===== config.mk =====
export PLATFORM = sky130hd
export DESIGN_NAME = usb_ep_csr_bank
export DESIGN_NICKNAME = d
export VERILOG_FILES = /design/src/rtl/usb_csr_pkg.sv /design/src/rtl/usb_csr_wr_gate.sv /design/src/rtl/usb_csr_ep0_in.sv /design/src/rtl/usb_csr_in_ep.sv /design/src/rtl/usb_csr_out_ep.sv /design/src/rtl/usb_ep_csr_bank.sv
export SDC_FILE = /design/constraint.sdc
export NUM_CORES = 1
export LEC_CHECK = 0
export ABC_AREA = 1
export CAP_MARGIN = 0
export CORE_ASPECT_RATIO = 1.2
export CORE_MARGIN = 2
export CORE_UTILIZATION = 50
export CTS_BUF_LIST = sky130_fd_sc_hd__clkbuf_16
export DETAILED_ROUTE_END_ITERATION = 8
export DONT_BUFFER_PORTS = 1
export PLACE_DENSITY = 0.7
export SYNTH_ARGS = -nofsm -noshare
export SYNTH_HDL_FRONTEND = slang
export SYNTH_SLANG_ARGS = --single-unit

===== constraint.sdc =====
create_clock -name clk_i -period 1.5 [get_ports clk_i]
set_input_delay 0.075 -clock clk_i [delete_from_list [all_inputs] [get_ports clk_i]]
set_output_delay 0.075 -clock clk_i [all_outputs]
set_load 0.05 [all_outputs]

===== src/rtl/usb_csr_pkg.sv =====
package usb_csr_pkg;
  localparam int unsigned AW        = 8;
  localparam int unsigned DW        = 8;
  localparam int unsigned N_EP      = 4;
  localparam int unsigned WAIT_CYC  = 4;

  localparam logic [AW-1:0] WIN_LO       = 8'h50;
  localparam logic [AW-1:0] WIN_HI       = 8'h5E;
  localparam logic [AW-1:0] A_EP0_IN     = 8'h50;
  localparam logic [AW-1:0] A_IN_BASE    = 8'h51;
  localparam logic [AW-1:0] A_OUT_BASE   = 8'h55;
  localparam logic [AW-1:0] A_STAT       = 8'h5A;
  localparam logic [AW-1:0] A_DEV_CTRL   = 8'h30;
  localparam logic [AW-1:0] A_CLK_CTRL   = 8'h31;
  localparam logic [AW-1:0] A_SYN_CTRL   = 8'h32;

  // bit positions decoded by firmware
  localparam int unsigned B_EP0_RDY   = 1;
  localparam int unsigned B_EP0_DEND  = 3;
  localparam int unsigned B_EP0_STALL = 4;
  localparam int unsigned B_IN_RDY    = 0;
  localparam int unsigned B_IN_URUN   = 1;
  localparam int unsigned B_FLUSH     = 6;
  localparam int unsigned B_IN_AUTO   = 7;
  localparam int unsigned B_OUT_RDY   = 0;
  localparam int unsigned B_OUT_OVR   = 1;
  localparam int unsigned B_OUT_STALL = 4;
  localparam int unsigned B_OUT_ERR   = 5;
endpackage


===== src/rtl/usb_csr_wr_gate.sv =====
module usb_csr_wr_gate #(
  parameter int unsigned WAIT = 4
) (
  input  logic clk_i,
  input  logic rst_ni,
  input  logic en_i,
  output logic wr_ok_o
);
  localparam int unsigned CW = $clog2(WAIT + 1);
  localparam logic [CW-1:0] CMAX = CW'(WAIT);

  logic [CW-1:0] cnt_q;

  always_ff @(posedge clk_i or negedge rst_ni) begin
    if (!rst_ni)            cnt_q <= '0;
    else if (!en_i)         cnt_q <= '0;
    else if (cnt_q != CMAX) cnt_q <= cnt_q + 1'b1;
  end

  assign wr_ok_o = en_i && (cnt_q == CMAX);

  if (WAIT >= 4) begin : g_chk
    AST_GATE_WAIT: assert property (@(posedge clk_i) disable iff (!rst_ni)
      wr_ok_o |-> ($past(en_i) && $past(en_i, 2) && $past(en_i, 3) && $past(en_i, 4)));
  end
endmodule


===== src/rtl/usb_csr_ep0_in.sv =====
module usb_csr_ep0_in
  import usb_csr_pkg::*;
(
  input  logic          clk_i,
  input  logic          rst_ni,
  input  logic          clr_i,
  input  logic          wr_i,
  input  logic [DW-1:0] wdata_i,
  input  logic          in_done_i,
  input  logic          status_done_i,
  input  logic          stall_sent_i,
  output logic [DW-1:0] rdata_o
);
  logic rdy_q, dend_q, stall_q;

  always_ff @(posedge clk_i or negedge rst_ni) begin
    if (!rst_ni) begin
      rdy_q   <= 1'b0;
      dend_q  <= 1'b0;
      stall_q <= 1'b0;
    end else if (clr_i) begin
      rdy_q   <= 1'b0;
      dend_q  <= 1'b0;
      stall_q <= 1'b0;
    end else begin
      // set-only from software; software set beats hardware clear
      if (wr_i && wdata_i[B_EP0_RDY])  rdy_q <= 1'b1;
      else if (in_done_i)              rdy_q <= 1'b0;
      if (wr_i && wdata_i[B_EP0_DEND]) dend_q <= 1'b1;
      else if (status_done_i)          dend_q <= 1'b0;
      // clear-only from software; hardware set wins
      if (stall_sent_i)                       stall_q <= 1'b1;
      else if (wr_i && !wdata_i[B_EP0_STALL]) stall_q <= 1'b0;
    end
  end

  always_comb begin
    rdata_o = '0;
    rdata_o[B_EP0_RDY]   = rdy_q;
    rdata_o[B_EP0_DEND]  = dend_q;
    rdata_o[B_EP0_STALL] = stall_q;
  end

  AST_EP0_STALL_NO_SET: assert property (@(posedge clk_i) disable iff (!rst_ni)
    (!stall_q && !stall_sent_i) |=> !stall_q);
  AST_EP0_RDY_HOLD: assert property (@(posedge clk_i) disable iff (!rst_ni)
    (rdy_q && !in_done_i && !clr_i) |=> rdy_q);
  AST_EP0_CLR: assert property (@(posedge clk_i) disable iff (!rst_ni)
    clr_i |=> (rdata_o == '0));
endmodule


===== src/rtl/usb_csr_in_ep.sv =====
module usb_csr_in_ep
  import usb_csr_pkg::*;
(
  input  logic          clk_i,
  input  logic          rst_ni,
  input  logic          clr_i,
  input  logic          wr_i,
  input  logic [DW-1:0] wdata_i,
  input  logic          done_i,
  input  logic          underrun_i,
  output logic          flush_o,
  output logic [DW-1:0] rdata_o
);
  logic rdy_q, urun_q, auto_q, flush_q;

  always_ff @(posedge clk_i or negedge rst_ni) begin
    if (!rst_ni) begin
      rdy_q   <= 1'b0;
      urun_q  <= 1'b0;
      auto_q  <= 1'b0;
      flush_q <= 1'b0;
    end else if (clr_i) begin
      rdy_q   <= 1'b0;
      urun_q  <= 1'b0;
      auto_q  <= 1'b0;
      flush_q <= 1'b0;
    end else begin
      if (wr_i && wdata_i[B_IN_RDY]) rdy_q <= 1'b1;
      else if (done_i)               rdy_q <= 1'b0;
      if (underrun_i)                          urun_q <= 1'b1;
      else if (wr_i && !wdata_i[B_IN_URUN])    urun_q <= 1'b0;
      if (wr_i) auto_q <= wdata_i[B_IN_AUTO];
      flush_q <= (wr_i && wdata_i[B_FLUSH]) || (auto_q && done_i);
    end
  end

  assign flush_o = flush_q;

  always_comb begin
    rdata_o = '0;
    rdata_o[B_IN_RDY]  = rdy_q;
    rdata_o[B_IN_URUN] = urun_q;
    rdata_o[B_IN_AUTO] = auto_q;
  end

  AST_IN_URUN_SET: assert property (@(posedge clk_i) disable iff (!rst_ni)
    (underrun_i && !clr_i) |=> urun_q);
  AST_IN_FLUSH_SRC: assert property (@(posedge clk_i) disable iff (!rst_ni)
    flush_o |-> $past(wr_i || done_i));
endmodule


===== src/rtl/usb_csr_out_ep.sv =====
module usb_csr_out_ep
  import usb_csr_pkg::*;
(
  input  logic          clk_i,
  input  logic          rst_ni,
  input  logic          clr_i,
  input  logic          wr_i,
  input  logic [DW-1:0] wdata_i,
  input  logic          pkt_i,
  input  logic          overrun_i,
  input  logic          stall_i,
  input  logic          data_err_i,
  output logic          flush_o,
  output logic [DW-1:0] rdata_o
);
  logic rdy_q, ovr_q, stall_q, err_q, flush_q;

  function automatic logic clr_only(input logic cur, input logic hw_set,
                                    input logic wr, input logic wbit);
    if (hw_set)          return 1'b1;
    else if (wr && !wbit) return 1'b0;
    else                 return cur;
  endfunction

  always_ff @(posedge clk_i or negedge rst_ni) begin
    if (!rst_ni) begin
      rdy_q   <= 1'b0;
      ovr_q   <= 1'b0;
      stall_q <= 1'b0;
      err_q   <= 1'b0;
      flush_q <= 1'b0;
    end else if (clr_i) begin
      rdy_q   <= 1'b0;
      ovr_q   <= 1'b0;
      stall_q <= 1'b0;
      err_q   <= 1'b0;
      flush_q <= 1'b0;
    end else begin
      rdy_q   <= clr_only(rdy_q,   pkt_i,      wr_i, wdata_i[B_OUT_RDY]);
      ovr_q   <= clr_only(ovr_q,   overrun_i,  wr_i, wdata_i[B_OUT_OVR]);
      stall_q <= clr_only(stall_q, stall_i,    wr_i, wdata_i[B_OUT_STALL]);
      err_q   <= clr_only(err_q,   data_err_i, wr_i, wdata_i[B_OUT_ERR]);
      // flush honoured only with a packet present before the write
      flush_q <= wr_i && wdata_i[B_FLUSH] && rdy_q;
    end
  end

  assign flush_o = flush_q;

  always_comb begin
    rdata_o = '0;
    rdata_o[B_OUT_RDY]   = rdy_q;
    rdata_o[B_OUT_OVR]   = ovr_q;
    rdata_o[B_OUT_STALL] = stall_q;
    rdata_o[B_OUT_ERR]   = err_q;
  end

  AST_OUT_ERR_SET: assert property (@(posedge clk_i) disable iff (!rst_ni)
    (data_err_i && !clr_i) |=> err_q);
  AST_OUT_FLUSH_RDY: assert property (@(posedge clk_i) disable iff (!rst_ni)
    flush_o |-> $past(rdy_q));
  AST_OUT_RDY_NO_SW_SET: assert property (@(posedge clk_i) disable iff (!rst_ni)
    (!rdy_q && !pkt_i) |=> !rdy_q);
endmodule


===== src/rtl/usb_ep_csr_bank.sv =====
module usb_ep_csr_bank
  import usb_csr_pkg::*;
(
  input  logic          clk_i,
  input  logic          rst_ni,
  input  logic [7:0]    addr_i,
  input  logic [7:0]    wdata_i,
  input  logic          we_i,
  output logic [7:0]    rdata_o,
  input  logic          usb_reset_i,
  input  logic          ep0_in_done_i,
  input  logic          ep0_status_done_i,
  input  logic          ep0_stall_sent_i,
  input  logic [3:0]    in_done_i,
  input  logic [3:0]    in_underrun_i,
  input  logic [3:0]    out_pkt_i,
  input  logic [3:0]    out_overrun_i,
  input  logic [3:0]    out_stall_i,
  input  logic [3:0]    out_data_err_i,
  output logic [3:0]    in_flush_o,
  output logic [3:0]    out_flush_o
);
  logic [DW-1:0] dev_q, clk_q, syn_q;
  logic          wr_ok, win_wr, ep0_wr;
  logic [DW-1:0] ep0_rd;
  logic [N_EP-1:0] in_wr, out_wr;
  logic [DW-1:0] in_rd  [N_EP];
  logic [DW-1:0] out_rd [N_EP];

  // registers outside the window: untouched by bus reset
  always_ff @(posedge clk_i or negedge rst_ni) begin
    if (!rst_ni) begin
      dev_q <= '0;
      clk_q <= '0;
      syn_q <= '0;
    end else if (we_i) begin
      if (addr_i == A_DEV_CTRL) dev_q <= wdata_i;
      if (addr_i == A_CLK_CTRL) clk_q <= wdata_i;
      if (addr_i == A_SYN_CTRL) syn_q <= wdata_i;
    end
  end

  usb_csr_wr_gate #(.WAIT(WAIT_CYC)) u_gate (
    .clk_i   (clk_i),
    .rst_ni  (rst_ni),
    .en_i    (clk_q[0]),
    .wr_ok_o (wr_ok)
  );

  assign win_wr = we_i && wr_ok && !usb_reset_i &&
                  (addr_i >= WIN_LO) && (addr_i <= WIN_HI);
  assign ep0_wr = win_wr && (addr_i == A_EP0_IN);

  usb_csr_ep0_in u_ep0 (
    .clk_i         (clk_i),
    .rst_ni        (rst_ni),
    .clr_i         (usb_reset_i),
    .wr_i          (ep0_wr),
    .wdata_i       (wdata_i),
    .in_done_i     (ep0_in_done_i),
    .status_done_i (ep0_status_done_i),
    .stall_sent_i  (ep0_stall_sent_i),
    .rdata_o       (ep0_rd)
  );

  for (genvar i = 0; i < N_EP; i++) begin : g_ep
    assign in_wr[i]  = win_wr && (addr_i == A_IN_BASE  + AW'(i));
    assign out_wr[i] = win_wr && (addr_i == A_OUT_BASE + AW'(i));

    usb_csr_in_ep u_in (
      .clk_i      (clk_i),
      .rst_ni     (rst_ni),
      .clr_i      (usb_reset_i),
      .wr_i       (in_wr[i]),
      .wdata_i    (wdata_i),
      .done_i     (in_done_i[i]),
      .underrun_i (in_underrun_i[i]),
      .flush_o    (in_flush_o[i]),
      .rdata_o    (in_rd[i])
    );

    usb_csr_out_ep u_out (
      .clk_i      (clk_i),
      .rst_ni     (rst_ni),
      .clr_i      (usb_reset_i),
      .wr_i       (out_wr[i]),
      .wdata_i    (wdata_i),
      .pkt_i      (out_pkt_i[i]),
      .overrun_i  (out_overrun_i[i]),
      .stall_i    (out_stall_i[i]),
      .data_err_i (out_data_err_i[i]),
      .flush_o    (out_flush_o[i]),
      .rdata_o    (out_rd[i])
    );
  end

  always_comb begin
    rdata_o = '0;
    if (addr_i == A_EP0_IN)   rdata_o = ep0_rd;
    if (addr_i == A_STAT)     rdata_o = {7'd0, usb_reset_i};
    if (addr_i == A_DEV_CTRL) rdata_o = dev_q;
    if (addr_i == A_CLK_CTRL) rdata_o = clk_q;
    if (addr_i == A_SYN_CTRL) rdata_o = syn_q;
    for (int k = 0; k < N_EP; k++) begin
      if (addr_i == A_IN_BASE  + AW'(k)) rdata_o = in_rd[k];
      if (addr_i == A_OUT_BASE + AW'(k)) rdata_o = out_rd[k];
    end
  end

  AST_PERSIST_KEEP: assert property (@(posedge clk_i) disable iff (!rst_ni)
    (usb_reset_i && !we_i) |=> $stable(dev_q) && $stable(clk_q) && $stable(syn_q));
  AST_FLUSH_IDLE_RST: assert property (@(posedge clk_i) disable iff (!rst_ni)
    usb_reset_i |=> (in_flush_o == '0) && (out_flush_o == '0));
endmodule


==> flow_summary.ini <==
[outcome]
outcome = finished, violations left
violations = hold timing, setup timing

[detailed_routing]
finalWirelength_um = 9430
first_pass_iters = 5
vias_per_cell = 5.46
avgRoutedWirePerCell_um = 16.3
drc = 0
via_count = 3153
drtAntennaViolNets = 0
first_iter_violations = 175

[yosys]
synth_compound_area_share_pct = 14.7
synthDominantCellAreaShare_pct = 48.9
synth_area_mm2 = 0.00338
yosysWarnings = 0
synth-seq-cells = 66
yosys.cell_count.top_type = nand2_1
netlist.top_cell.by_area = dfrtp_1
synth_mux_area_share_pct = 0
yosys-top-cells-count = nand2_1 (92), dfrtp_1 (66), inv_1 (52)
synth_top_family_by_area = simple AND/OR/NAND/NOR gates
synth_nets = 464
synth-async-reset-ratio_pct = 100
synth-xor-area-share_pct = 0
synth.distinct_cells = 35
synth_area_leaders = dfrtp_1 (49%), nand2_1 (10%), o21ai_1 (5.9%)
synth-seq-area-share_pct = 48.9
synth-simple-area-share_pct = 25.8
netlist_instances = 415
syn_area_per_cell_um2 = 8.14
synth-edff-count = 0
synthAdderAreaFrac_pct = 0.740
synth-main-ff-cell = dfrtp_1

[global_routing]
met3_usage_pct = 7.79
grt_max_degree = 67
met2_usage_pct = 45.8
gr-usage-met1_pct = 31.9
grt_pass1_wl_um = 15200
antenna_found_initial = 0
gr-usage-all-layers_pct = 27.1
grt_pass1_vias = 3172
grt.busiest_layer = met2
grt_overflow = 0

[critical_path]
critPathSlowestCell = dfrtp_1
timing.rr.end = g_ep[3].u_out.ovr_q$_DFFE_PN0P_
cp-end-kind = flip-flop
r2r_cells = 9
cp-start-kind = flip-flop
crit_type = flip-flop to flip-flop
worstPathRequired_ns = 1.71
slowest_delay_ns = 0.39
crit_chain = inv_2 > ha_4 > nand3_4 > or2_4 > nor2_4 > buf_12 > nand2_8 > o21ai_2 > a21oi_1
cp_max_fo = 5
rr_startpoint = u_gate.cnt_q[1]$_DFFE_PN0P_
worstPathArrival_ns = 1.91
reg2reg_setup_slack_ns = -0.21

[floorplan]
die_w_um = 79.1
ios = 63
start_util_pct = 52.1
die_area_mm2 = 0.00744
rows = 32
core_area_mm2 = 0.00649
die-height_um = 94.1

[timing]
hold_violations = 74
fin_ws_ns = -0.207
timing.hold.ws_ns = -0.562
drv_slew = 0
tightestPinTransition_ns = 0.663
period_minus_slack_ns = 1.71
maxSlewHeadroom_pct = 55.7
fmax_mhz = 586
rsz0062_at_grt = yes
skew_ns = 0.00507
setup_tns_ns = -4.71
setup_viol = 36
fin_crit_sh_pct = 114

[clock_network]
root_buffer = clkbuf_16
clk_pin_slew_ns = 0.05
cts_buffers = 9
clockBufferDepth = 2
tritoncts = done
h-tree-depth = 3
insertion_delay_ns = 0.33
clkSinkCount = 66

[final_layout]
drive_gt1_share_pct = 29.6
instances_no_fill = 578
postLayoutCellArea_mm2 = 0.00480
num_antenna_cells = 0
syn_to_final_growth_pct = 42.2
nets = 540

[placed_design]
dp_slack_ns = -0.189
dp_hpwl_um = 5940
dp.cells = 514
routabilityCongestion = 0.950
dpl_cell_area_mm2 = 0.00373
io_buffers = 0

[power]
leakagePower_nw = 2.21
power_density_mw_per_mm2 = 914
ir_drop_mv = 0.659

[min_path]
hold_path.class = input pin to asynchronous set/reset pin

[run]
maxCapViolations = 0
-- layer usage --
layer	share of wire (%)	vias to the layer above
met5	0	-
met4	3.5	0
met3	6.9	31
met2	52	121
met1	38	1503
li1	-	1498
-- per-stage QoR --
step           utilization [%]  hold WS (ns)  power [mW]
3_3_place_gp              57.5        -0.218        2.11
4_1_cts                   72.1        -0.563        4.38
2_1_floorplan                -        -0.221        2.08
5_1_grt                   74.1        -0.572        4.53
3_5_place_dp              57.5        -0.219        2.12
6_report                  74.1        -0.562        4.39
-- worst max-delay path: cells and delay by family (launching register included) --
kind	cells	cell delay [ns]
AO/OA/AOI/OAI	2	0.22
adder cells (fa/ha/maj)	1	0.15
buffers and inverters	2	0.28
flip-flops	1	0.39
AND/OR/NAND/NOR	4	0.55
-- sequential cells by signal, indices dropped and copies added, names as in the netlist --
signal              cells
g_ep.u_out.rdy_q        4
clk_q                   8
u_ep0.rdy_q             1
u_ep0.stall_q           1
g_ep.u_out.err_q        4
dev_q                   8
u_gate.cnt_q            3
u_ep0.dend_q            1
g_ep.u_out.ovr_q        4
g_ep.u_out.stall_q      4
g_ep.u_in.auto_q        4
syn_q                   8
g_ep.u_out.flush_o      4
g_ep.u_in.urun_q        4
g_ep.u_in.rdy_q         4
g_ep.u_in.flush_o       4
-- repair_timing --
action                                  CTS  global route
pin swaps                                24            18
gates resized for setup                  58            15
hold endpoints to repair                125            81
endpoints found under the setup margin   42            42
hold buffers                             35             2
buffers inserted                          9             6
gates cloned                              0             0
-- worst max-delay path by stage --
stage,start,endpoint,slack [ns]
after global placement,u_gate.cnt_q[1]$_DFFE_PN0P_,g_ep[0].u_out.rdy_q$_DFFE_PN0P_,-0.11
after global routing,u_gate.cnt_q[0]$_DFFE_PN0P_,g_ep[3].u_out.ovr_q$_DFFE_PN0P_,-0.29
after CTS,clk_q[0]$_DFFE_PN0P_,rdata_o[0],-0.17
after floorplan,u_gate.cnt_q[1]$_DFFE_PN0P_,g_ep[2].u_out.ovr_q$_DFFE_PN0P_,-0.08
final,u_gate.cnt_q[1]$_DFFE_PN0P_,g_ep[3].u_out.ovr_q$_DFFE_PN0P_,-0.21
after detailed placement,u_gate.cnt_q[1]$_DFFE_PN0P_,g_ep[1].u_out.ovr_q$_DFFE_PN0P_,-0.19
-- cell families after synthesis --
kind of cell / count (synthesis)
compound gates: 91
fa+ha+maj: 2
buf+inv: 76
flops: 66
simple gates: 180
-- cell type report --
class | instances | area, µm²
clock buffer | 9 | 225
timing repair buffer | 82 | 832
tap | 85 | 106
clock inverter | 4 | 70.1
multi-input combinational | 273 | 1700
sequential | 66 | 1650
inverter | 59 | 221
fill | 440 | 1680
-- report_power, final --
part	internal [mW]	switching (mW)
combinational	0.169	0.185
sequential	1.85	0.0489
clock	1.42	0.715
-- cell usage in the layout, fill, tap and decap left out, types with 9 or more instances in the layout --
cell type       n
nand3_2         9
nand3_1        16
o21ai_1        28
dfrtp_1        66
dlygate4sd3_1  36
buf_4          31
o21ai_2        21
inv_1          50
a21oi_1        24
nor2_1         16
inv_2           9
clkbuf_16       9
nand2_2         9
nand2_1        89
Note: power is estimated with default switching activity, not from simulation.
